## src/rtl/srx_pkg.sv

```systemverilog
package srx_pkg;
  localparam int MAX_BITS  = 9;
  localparam int RAW_W     = MAX_BITS + 3;
  localparam int STAT_W    = 32;
  localparam int RAW_SHIFT = 16;
  localparam int CNT_W     = 4;

  typedef logic [RAW_W-1:0] raw_t;

  // system clocks per quarter bit: timer runs at clk/2, quarter = bit >> 2
  function automatic int qtr_clks(input int clk_hz, input int baud);
    return 2 * (((clk_hz / 2) / baud) >> 2);
  endfunction

  function automatic logic [CNT_W-1:0] eff_bits(input logic [3:0] b);
    if (b < 4'd5) return 4'd5;
    if (b > 4'd9) return 4'd9;
    return b;
  endfunction

  function automatic logic par_en(input logic [1:0] p);
    return (p == 2'd1) || (p == 2'd2);
  endfunction

  function automatic logic [CNT_W-1:0] frame_len(input logic [CNT_W-1:0] n, input logic [1:0] p);
    return n + 4'd2 + {3'b000, par_en(p)};
  endfunction

  function automatic logic [MAX_BITS-1:0] raw_data(input raw_t raw, input logic [CNT_W-1:0] n);
    logic [MAX_BITS-1:0] d;
    for (int i = 0; i < MAX_BITS; i++) d[i] = (i < int'(n)) ? raw[i+1] : 1'b0;
    return d;
  endfunction

  function automatic logic [STAT_W-1:0] raw_status(input raw_t raw, input logic [CNT_W-1:0] n,
                                                   input logic [1:0] p, input logic lost);
    logic [STAT_W-1:0] s;
    logic x;
    int sp;
    x = 1'b0;
    for (int i = 0; i < MAX_BITS; i++) if (i < int'(n)) x = x ^ raw[i+1];
    if (p == 2'd2) x = ~x;
    sp = int'(n) + 1 + int'(par_en(p));
    s = '0;
    s[0] = 1'b1;
    s[1] = lost;
    s[2] = raw[0];
    s[3] = par_en(p) && (raw[int'(n)+1] != x);
    s[4] = ~raw[sp];
    if (|s[4:2]) s[RAW_SHIFT +: RAW_W] = raw;
    return s;
  endfunction
endpackage

```

## src/rtl/srx_sync.sv

```systemverilog
module srx_sync (
  input  logic clk,
  input  logic rst_n,
  input  logic din,
  output logic line,
  output logic fall
);
  logic [2:0] sh;

  always_ff @(posedge clk or negedge rst_n) begin
    if (!rst_n) sh <= 3'b111;
    else        sh <= {sh[1:0], din};
  end

  assign line = sh[1];
  assign fall = sh[2] & ~sh[1];
endmodule

```

## src/rtl/srx_qtick.sv

```systemverilog
module srx_qtick #(
  parameter int QTR = 12
) (
  input  logic clk,
  input  logic rst_n,
  input  logic en,
  output logic tick
);
  localparam int CW = $clog2(QTR + 1);
  logic [CW-1:0] cnt;

  assign tick = en && (cnt == CW'(QTR - 1));

  always_ff @(posedge clk or negedge rst_n) begin
    if (!rst_n)          cnt <= '0;
    else if (!en || tick) cnt <= '0;
    else                 cnt <= cnt + 1'b1;
  end
endmodule

```

## src/rtl/srx_framer.sv

```systemverilog
module srx_framer import srx_pkg::*; (
  input  logic             clk,
  input  logic             rst_n,
  input  logic             line,
  input  logic             fall,
  input  logic             tick,
  input  logic [CNT_W-1:0] nbits,
  input  logic [1:0]       par,
  output logic             busy,
  output logic             done,
  output raw_t             raw_now
);
  logic [CNT_W-1:0] bitcnt;
  logic [CNT_W-1:0] flen;
  logic [1:0]       phase;
  logic             sample;
  logic             last_bit;
  raw_t             raw;

  assign flen     = frame_len(nbits, par);
  assign last_bit = (bitcnt == flen - 1'b1);
  assign sample   = busy && tick && (phase == 2'd1);
  assign done     = sample && last_bit;
  assign raw_now  = raw | (raw_t'(line) << bitcnt);

  always_ff @(posedge clk or negedge rst_n) begin
    if (!rst_n) begin
      busy <= 1'b0; phase <= 2'd0; bitcnt <= '0; raw <= '0;
    end else if (!busy) begin
      if (fall) begin
        busy <= 1'b1; phase <= 2'd0; bitcnt <= '0; raw <= '0;
      end
    end else if (tick) begin
      phase <= phase + 2'd1;
      if (phase == 2'd1) begin
        raw    <= raw_now;
        bitcnt <= bitcnt + 1'b1;
        if (last_bit) busy <= 1'b0;
      end
    end
  end
endmodule

```

## src/rtl/srx_fifo.sv

```systemverilog
module srx_fifo import srx_pkg::*; #(
  parameter int DEPTH = 4
) (
  input  logic                       clk,
  input  logic                       rst_n,
  input  logic                       clr,
  input  logic                       push,
  input  raw_t                       din,
  input  logic                       pop,
  output raw_t                       dout,
  output logic                       empty,
  output logic                       full,
  output logic [$clog2(DEPTH+1)-1:0] count
);
  localparam int AW = (DEPTH > 1) ? $clog2(DEPTH) : 1;
  localparam int CW = $clog2(DEPTH + 1);

  raw_t          mem [DEPTH];
  logic [AW-1:0] wp, rp;
  logic          do_push, do_pop;

  assign empty   = (count == '0);
  assign full    = (count == CW'(DEPTH));
  assign do_push = push && !full;
  assign do_pop  = pop && !empty;
  assign dout    = mem[rp];

  function automatic logic [AW-1:0] nxt(input logic [AW-1:0] a);
    return (a == AW'(DEPTH - 1)) ? '0 : a + 1'b1;
  endfunction

  always_ff @(posedge clk) begin
    if (do_push && !clr) mem[wp] <= din;
  end

  always_ff @(posedge clk or negedge rst_n) begin
    if (!rst_n) begin
      wp <= '0; rp <= '0; count <= '0;
    end else if (clr) begin
      wp <= '0; rp <= '0; count <= '0;
    end else begin
      if (do_push) wp <= nxt(wp);
      if (do_pop)  rp <= nxt(rp);
      count <= count + CW'(do_push) - CW'(do_pop);
    end
  end
endmodule

```

## src/rtl/serial_frame_rx.sv

```systemverilog
module serial_frame_rx import srx_pkg::*; #(
  parameter int CLK_HZ = 50_000_000,
  parameter int BAUD   = 115_200,
  parameter int DEPTH  = 4
) (
  input  logic                clk,
  input  logic                rst_n,
  input  logic                rx_in,
  input  logic [3:0]          cfg_bits,
  input  logic [1:0]          cfg_parity,
  input  logic                fifo_clr,
  output logic                rd_valid,
  input  logic                rd_ready,
  output logic [MAX_BITS-1:0] rd_data,
  output logic [STAT_W-1:0]   rd_status
);
  localparam int QTR = qtr_clks(CLK_HZ, BAUD);
  localparam int CW  = $clog2(DEPTH + 1);

  // named internal events, observed by the bound checker
  logic             line_s, fall, tick, busy, frame_done;
  logic             fifo_full, fifo_empty, rd_fire, drop, lost;
  logic [CW-1:0]    fifo_count;
  logic [CNT_W-1:0] n_eff;
  raw_t             raw_now, head;

  assign n_eff = eff_bits(cfg_bits);

  srx_sync u_sync (.clk(clk), .rst_n(rst_n), .din(rx_in), .line(line_s), .fall(fall));

  srx_qtick #(.QTR(QTR)) u_tick (.clk(clk), .rst_n(rst_n), .en(busy), .tick(tick));

  srx_framer u_framer (
    .clk(clk), .rst_n(rst_n), .line(line_s), .fall(fall), .tick(tick),
    .nbits(n_eff), .par(cfg_parity), .busy(busy), .done(frame_done), .raw_now(raw_now)
  );

  srx_fifo #(.DEPTH(DEPTH)) u_fifo (
    .clk(clk), .rst_n(rst_n), .clr(fifo_clr), .push(frame_done), .din(raw_now),
    .pop(rd_ready), .dout(head), .empty(fifo_empty), .full(fifo_full), .count(fifo_count)
  );

  assign rd_valid = !fifo_empty;
  assign rd_fire  = rd_valid && rd_ready;
  assign drop     = frame_done && fifo_full;

  always_ff @(posedge clk or negedge rst_n) begin
    if (!rst_n)        lost <= 1'b0;
    else if (fifo_clr) lost <= 1'b0;
    else               lost <= (lost && !rd_fire) || drop;
  end

  assign rd_data   = rd_valid ? raw_data(head, n_eff) : '0;
  assign rd_status = rd_valid ? raw_status(head, n_eff, cfg_parity, lost) : '0;
endmodule

```

## config.mk

```make
export PLATFORM = sky130hd
export DESIGN_NAME = serial_frame_rx
export DESIGN_NICKNAME = d
export VERILOG_FILES = /design/src/rtl/srx_pkg.sv /design/src/rtl/srx_sync.sv /design/src/rtl/srx_qtick.sv /design/src/rtl/srx_framer.sv /design/src/rtl/srx_fifo.sv /design/src/rtl/serial_frame_rx.sv
export SDC_FILE = /design/constraint.sdc
export NUM_CORES = 1
export LEC_CHECK = 0
export BUFFER_PORTS_ARGS = -buffer_cell sky130_fd_sc_hd__buf_2
export CAP_MARGIN = 20
export CORE_MARGIN = 10
export CORE_UTILIZATION = 40
export CTS_CLUSTER_SIZE = 20
export DETAILED_ROUTE_END_ITERATION = 10
export SYNTH_ARGS = -nofsm -noshare
export SYNTH_HDL_FRONTEND = slang
export SYNTH_SLANG_ARGS = --single-unit
```

## constraint.sdc

```tcl
create_clock -name clk -period 7.57 [get_ports clk]
set_clock_uncertainty 0.2 [all_clocks]
set_input_delay 0.757 -clock clk [delete_from_list [all_inputs] [get_ports clk]]
set_output_delay 0.757 -clock clk [all_outputs]
set_load 0.03 [all_outputs]
```

== Word level (Yosys, flattened, before mapping) ==
Memory sizes are Yosys's and may differ from the RTL's.
Index checks and enable logic that the tools add are counted.
Operators by class
  add/sub/neg operators: 12
  magnitude comparators: 13
  equal/unequal tests: 11
  shifts and indexed selects: 1
  mux-type cells: 61
  bitwise logic cells: 13
  reductions and logical operators: 25
Operators by type and width (number)
  12-bit two-way mux: 5
  1-bit two-way mux: 33
  32-bit by 2-bit adder with 32-bit output: 1
  32-bit by 6-bit < comparator with 1-bit output, second input constant: 1
  4-bit two-way mux: 8
  28-bit two-way mux: 1
  2-bit two-way mux: 9
  3-bit by 4-bit < comparator with 1-bit output, first input constant: 4
  12-bit OR: 1
  1-bit by 4-bit << shifter with 12-bit output: 1
  1-bit logical AND: 10
  9-bit two-way mux: 1
  1-bit binary-select mux with 4-bit select: 2
  1-bit by 4-bit < comparator with 1-bit output, first input constant: 2
  2-bit by 4-bit < comparator with 1-bit output, first input constant: 2
  1-bit bitwise XOR: 8
  7-bit by 1-bit adder with 7-bit output, second input constant: 1
  7-bit == test, second input constant: 1
  7-bit two-way mux: 1
  2-bit by 1-bit adder with 2-bit output, second input constant: 3
  2-bit == test, second input constant: 3
  2-bit nonzero test: 3
  4-bit by 1-bit adder with 5-bit output, second input constant: 1
  1-bit logical NOT: 5
  other kinds (24): 29
Word-level totals
  flip-flop bits (word level): 37
  bits in writable memories: 48
  output and inout port bits: 42
  word-level logic and storage cells: 147
  memories kept: 1
Memory list
  u_fifo.mem: words 4, width 12, read ports 1, clocked after Yosys merged registers in 0, write ports 1, RTL line srx_fifo.sv:18  | raw_t mem [DEPTH];

== Logic depth before layout (Yosys ltp) ==
  depth after elaboration: 30
  gate-level depth with buffers: 13
  mapped depth without buffers: 13

== Hierarchy ==
Synthesis repeated with hierarchy kept, for this count alone.
Second synthesis, totals
  cell total of the unflattened synthesis: 459
  area total of the unflattened synthesis: 5213.8 sq um
Modules (own cells, without submodules)
  srx_fifo: times used 1, cells each 110, area an instance 2203.4 sq um, sequential area each 1616.6 sq um
  serial_frame_rx: times used 1, cells each 198, area an instance 1457.6 sq um, sequential area each 25.0 sq um
  srx_framer: times used 1, cells each 113, area an instance 1119.8 sq um, sequential area each 475.5 sq um
  srx_qtick: times used 1, cells each 34, area an instance 340.3 sq um, sequential area each 175.2 sq um
  srx_sync: times used 1, cells each 4, area an instance 92.6 sq um, sequential area each 78.8 sq um

== Least setup slack after synthesis ==
Ideal clock, no wire load.
  path type: input port to output port
  start: input port cfg_bits[1]
  end: output port rd_status[4]
  arrival time: 3751 ps
  path slack: 2862 ps
  stages on the path: 8
  path buffers: 0
  cell sequence: or3b_2 a21oi_2 ha_1 ha_1 mux4_2 mux2i_1 nor3_1 nor4_1
Between the ends
  cells in the longest elaborated chain, start to end: 12
  elaborated cells on any way between the ends: 15
RTL lines
  from (decl): RTL line serial_frame_rx.sv:9  | input logic [3:0] cfg_bits,
  4-bit > comparator: RTL line srx_pkg.sv:17  | if (b > 4'd9) return 4'd9;
  1-bit two-way mux (2 in series): RTL line srx_pkg.sv:17
  4-bit two-way mux: RTL line srx_pkg.sv:18  | return b;
  4-bit two-way mux *: RTL line srx_pkg.sv:17
  4-bit by 1-bit adder with 5-bit output *: RTL line srx_pkg.sv:43  | sp = int'(n) + 1 + int'(par_en(p));
  32-bit by 2-bit adder with 32-bit output *: RTL line srx_pkg.sv:43
  1-bit binary-select mux with 4-bit select *: RTL line srx_pkg.sv:49  | s[4] = ~raw[sp];
  1-bit two-way mux (not written as such) * (2 in series): RTL line srx_pkg.sv:49
  1-bit inverter *: RTL line srx_pkg.sv:49
  28-bit two-way mux *: RTL line serial_frame_rx.sv:54  | assign rd_status = rd_valid ? raw_status(head, n_eff, cfg_parity, lost) : '0;
  to (decl): RTL line serial_frame_rx.sv:15  | output logic [STAT_W-1:0] rd_status
Mark *: on every way between the ends. The rest lies on a longest branch, timed or not. The select of a mux whose other input is x is not followed.

== Final worst setup path ==
  start: input port cfg_bits[3]
  end: output port rd_status[27]
Between the ends
  cells in the longest elaborated chain, start to end: 30
  elaborated cells on any way between the ends: 50
RTL lines
  4-bit > comparator: RTL line srx_pkg.sv:17
  1-bit two-way mux (2 in series): RTL line srx_pkg.sv:17
  4-bit two-way mux: RTL line srx_pkg.sv:18
  4-bit two-way mux *: RTL line srx_pkg.sv:17
  1-bit by 4-bit < comparator with 1-bit output: RTL line srx_pkg.sv:41  | for (int i = 0; i < MAX_BITS; i++) if (i < int'(n)) x = x ^ raw[i+1];
  1-bit two-way mux: RTL line srx_pkg.sv:41
  1-bit bitwise XOR: RTL line srx_pkg.sv:41
  1-bit two-way mux: RTL line srx_pkg.sv:41
  [13 not listed]
  1-bit two-way mux: RTL line srx_pkg.sv:41
  1-bit inverter: RTL line srx_pkg.sv:42  | if (p == 2'd2) x = ~x;
  1-bit two-way mux: RTL line srx_pkg.sv:42
  1-bit != test: RTL line srx_pkg.sv:48  | s[3] = par_en(p) && (raw[int'(n)+1] != x);
  1-bit logical AND: RTL line srx_pkg.sv:48
  3-bit OR reduction *: RTL line srx_pkg.sv:50  | if (|s[4:2]) s[RAW_SHIFT +: RAW_W] = raw;
  12-bit two-way mux *: RTL line srx_pkg.sv:50
  28-bit two-way mux *: RTL line serial_frame_rx.sv:54
Marked as above.

==> metrics.yaml <==
synth_area_leaders: "edfxtp_1 30%, dfrtp_1 18%, mux4_2 4.8%"
drc_errors: 0
postCtsSetupBuffers: 0
track_usage: 0.118
h-tree-depth: 3
cts.sinks: 85
path_clk_slew_ps: 60
synth_most_common_cell: "edfxtp_1"
startpoint_type: "primary input"
synth_area_mm2: 0.00473
synth_warnings: 0
cts_buffers: 9
syn-instance-count: 363
synth_cell_type_count: 58
detail-route-antenna-nets: 0
cp_max_fo: 16
routed_wl_um: 9650
hold_class: "flip-flop to flip-flop"
drive_gt1_frac: 0.229
dp_hpwl_um: 7230
first_iter_violations: 166
gp_congestion: 0.813
cts_tree: "done"
fillCellCount: 1033
grt_setup_unrepaired: "false"
coreArea_mm2: 0.0115
synth_edf_count: 48
grt_pass1_wl_um: 15400
clock_path_buffers: 2
antenna_cells: 0
outcome: "finished clean"
antenna_found_initial: 0
dieArea_mm2: 0.0166
fin_nets: 425
p_seq_frac: 0.428
cts_resized: 0
grt_pass1_vias: 2944
grt_max_degree: 38
tightest_slew_ps: 901
post-route-period-util: 0.695
rows: 39
switching_share: 0.311
required_ps: 6610
die_y_um: 129
yosysSeqAreaShare: 0.501
synth_ff_type: "edfxtp_1"
dr_total_vias: 2919
slew_headroom: 0.400
critPathArrivalTime_ps: 4300
drv_slew: 0
setup_viol: 0
p_int_w: 0.000843
power.density_mw_per_mm2: 234
synth_area_leader_cell: "edfxtp_1"
portBuffers: 37
drv_cap: 0
area_growth_pct: 10.3
insertion_delay_ps: 340
cts-root-buf: "clkbuf_16"
fmax_mhz: 190
end_kind: "primary output"
finalWorstSetupSlack_ps: 2310
p_leak_nw: 2.50
start_util: 0.411
grt-ovfl-total: 0
synth.top_cell.area_share: 0.305
die_w_um: 129
worstSetupPathType: "primary input to primary output"
wl_per_cell_um: 17.7
viasPerCell: 5.37
period_minus_slack_ps: 5260
io_pins: 53
power_frac_clock: 0.356
p_sw_w: 0.000380
peakVddDrop_uv: 148
async_flop_share: 0.435
pwr-share-comb: 0.215
dr.pass1.iters: 6
ys_top_cells_by_count: "48 x edfxtp_1, 34 x dfrtp_1, 31 x inv_1"
report.final.hold_viol_count: 0
ys_ff_latch: 85
fin_setup_tns_ps: 0
cts_hold_buf: 0
preCtsSetupSlack_ps: 2290
syn_avg_cell_area_um2: 13.0
## worst max-delay path, stage by stage
cell and delay [ps]:
buf_2 250, or3b_2 490, a21oi_2 340, ha_1 360, ha_1 390, mux4_1 320, mux2i_1 150, nor3_1 70
o41a_1 680, a31oi_1 240, buf_2 240
## per-layer routing
| metal | vias to the layer above | track usage | routed length (µm) |
|---|---|---|---|
| met5 | - | 0 | 0 |
| met3 | 10 | 0.0304 | 655 |
| li1 | 1380 | - | - |
| met4 | 0 | 0.0448 | 112 |
| met1 | 1449 | 0.149 | 4330 |
| met2 | 80 | 0.190 | 4560 |
## registers in the layout, summed over array words and instances, names as in the netlist
register	count
u_tick.cnt	7
u_sync.sh	3
lost	1
u_framer.busy	1
u_fifo.rp	2
u_fifo.count	3
u_fifo.wp	2
u_framer.phase	2
u_fifo.mem	48
u_framer.bitcnt	4
u_framer.raw	12
## path summary, 6_finish.rpt
path / from / to / slack (ps) / depth (start not counted)
max in group asynchronous: rst_n / u_framer.raw[0] / 6320 / 1
min in group asynchronous: rst_n / u_framer.busy / 320 / 1
hold reg to reg: u_sync.sh[0] / u_sync.sh[1] / 160 / 0
setup reg to reg: u_tick.cnt[0] / u_fifo.mem[0][0] / 3820 / 7
setup / recovery: cfg_bits[3] / rd_status[27] / 2310 / 11
hold / removal: u_sync.sh[0] / u_sync.sh[1] / 160 / 0
## layout make-up
cell class | count | area [µm²] | share of cell area
Clock inverter | 7 | 72.6 | 0.0139
Sequential cell | 85 | 2370 | 0.455
Timing Repair Buffer | 38 | 193 | 0.0369
Clock buffer | 9 | 225 | 0.0432
Inverter | 32 | 120 | 0.0230
Tap cell | 143 | 179 | 0.0343
Multi-Input combinational cell | 230 | 2060 | 0.394
## through the flow
step,instances,util,instance area [µm²],hold slack (ps),total power (W)
2_1_floorplan,377,-,4780,145,0.000772
3_3_place_gp,528,0.427,4920,148,0.000795
6_report,544,0.453,5220,156,0.00122
4_1_cts,544,0.453,5220,157,0.00124
3_5_place_dp,528,0.427,4920,148,0.000801
5_1_grt,544,0.453,5220,164,0.00128
## power by group through the flow
stage	logic [W]	registers [W]	clock network, W
finish	0.000263	0.000524	0.000436
global route	0.000291	0.000527	0.000465
CTS	0.000267	0.000525	0.000446
detailed placement	0.000267	0.000535	0
floorplan	0.000260	0.000512	0
global placement	0.000262	0.000533	0
## logic make-up after synthesis
group / after synthesis / share of synthesized area
compound gates: 63 / 0.116
xor+xnor: 19 / 0.0439
fa+ha+maj: 18 / 0.0492
buf+inv: 62 / 0.0749
flops: 85 / 0.501
mux: 29 / 0.116
other cells: 1 / 0.000793
simple gates: 86 / 0.0982
## layout by cell type (no fill, tap or decap), types with 10 or more instances in the layout
cell      count
inv_1        31
nor2_1       25
ha_1         17
buf_2        37
nand2_1      12
conb_1       15
edfxtp_1     48
mux2i_1      10
o211a_1      13
dfrtp_1      34
mux4_2       10
a21o_1       10
Note: power is estimated with default switching activity, not from simulation.
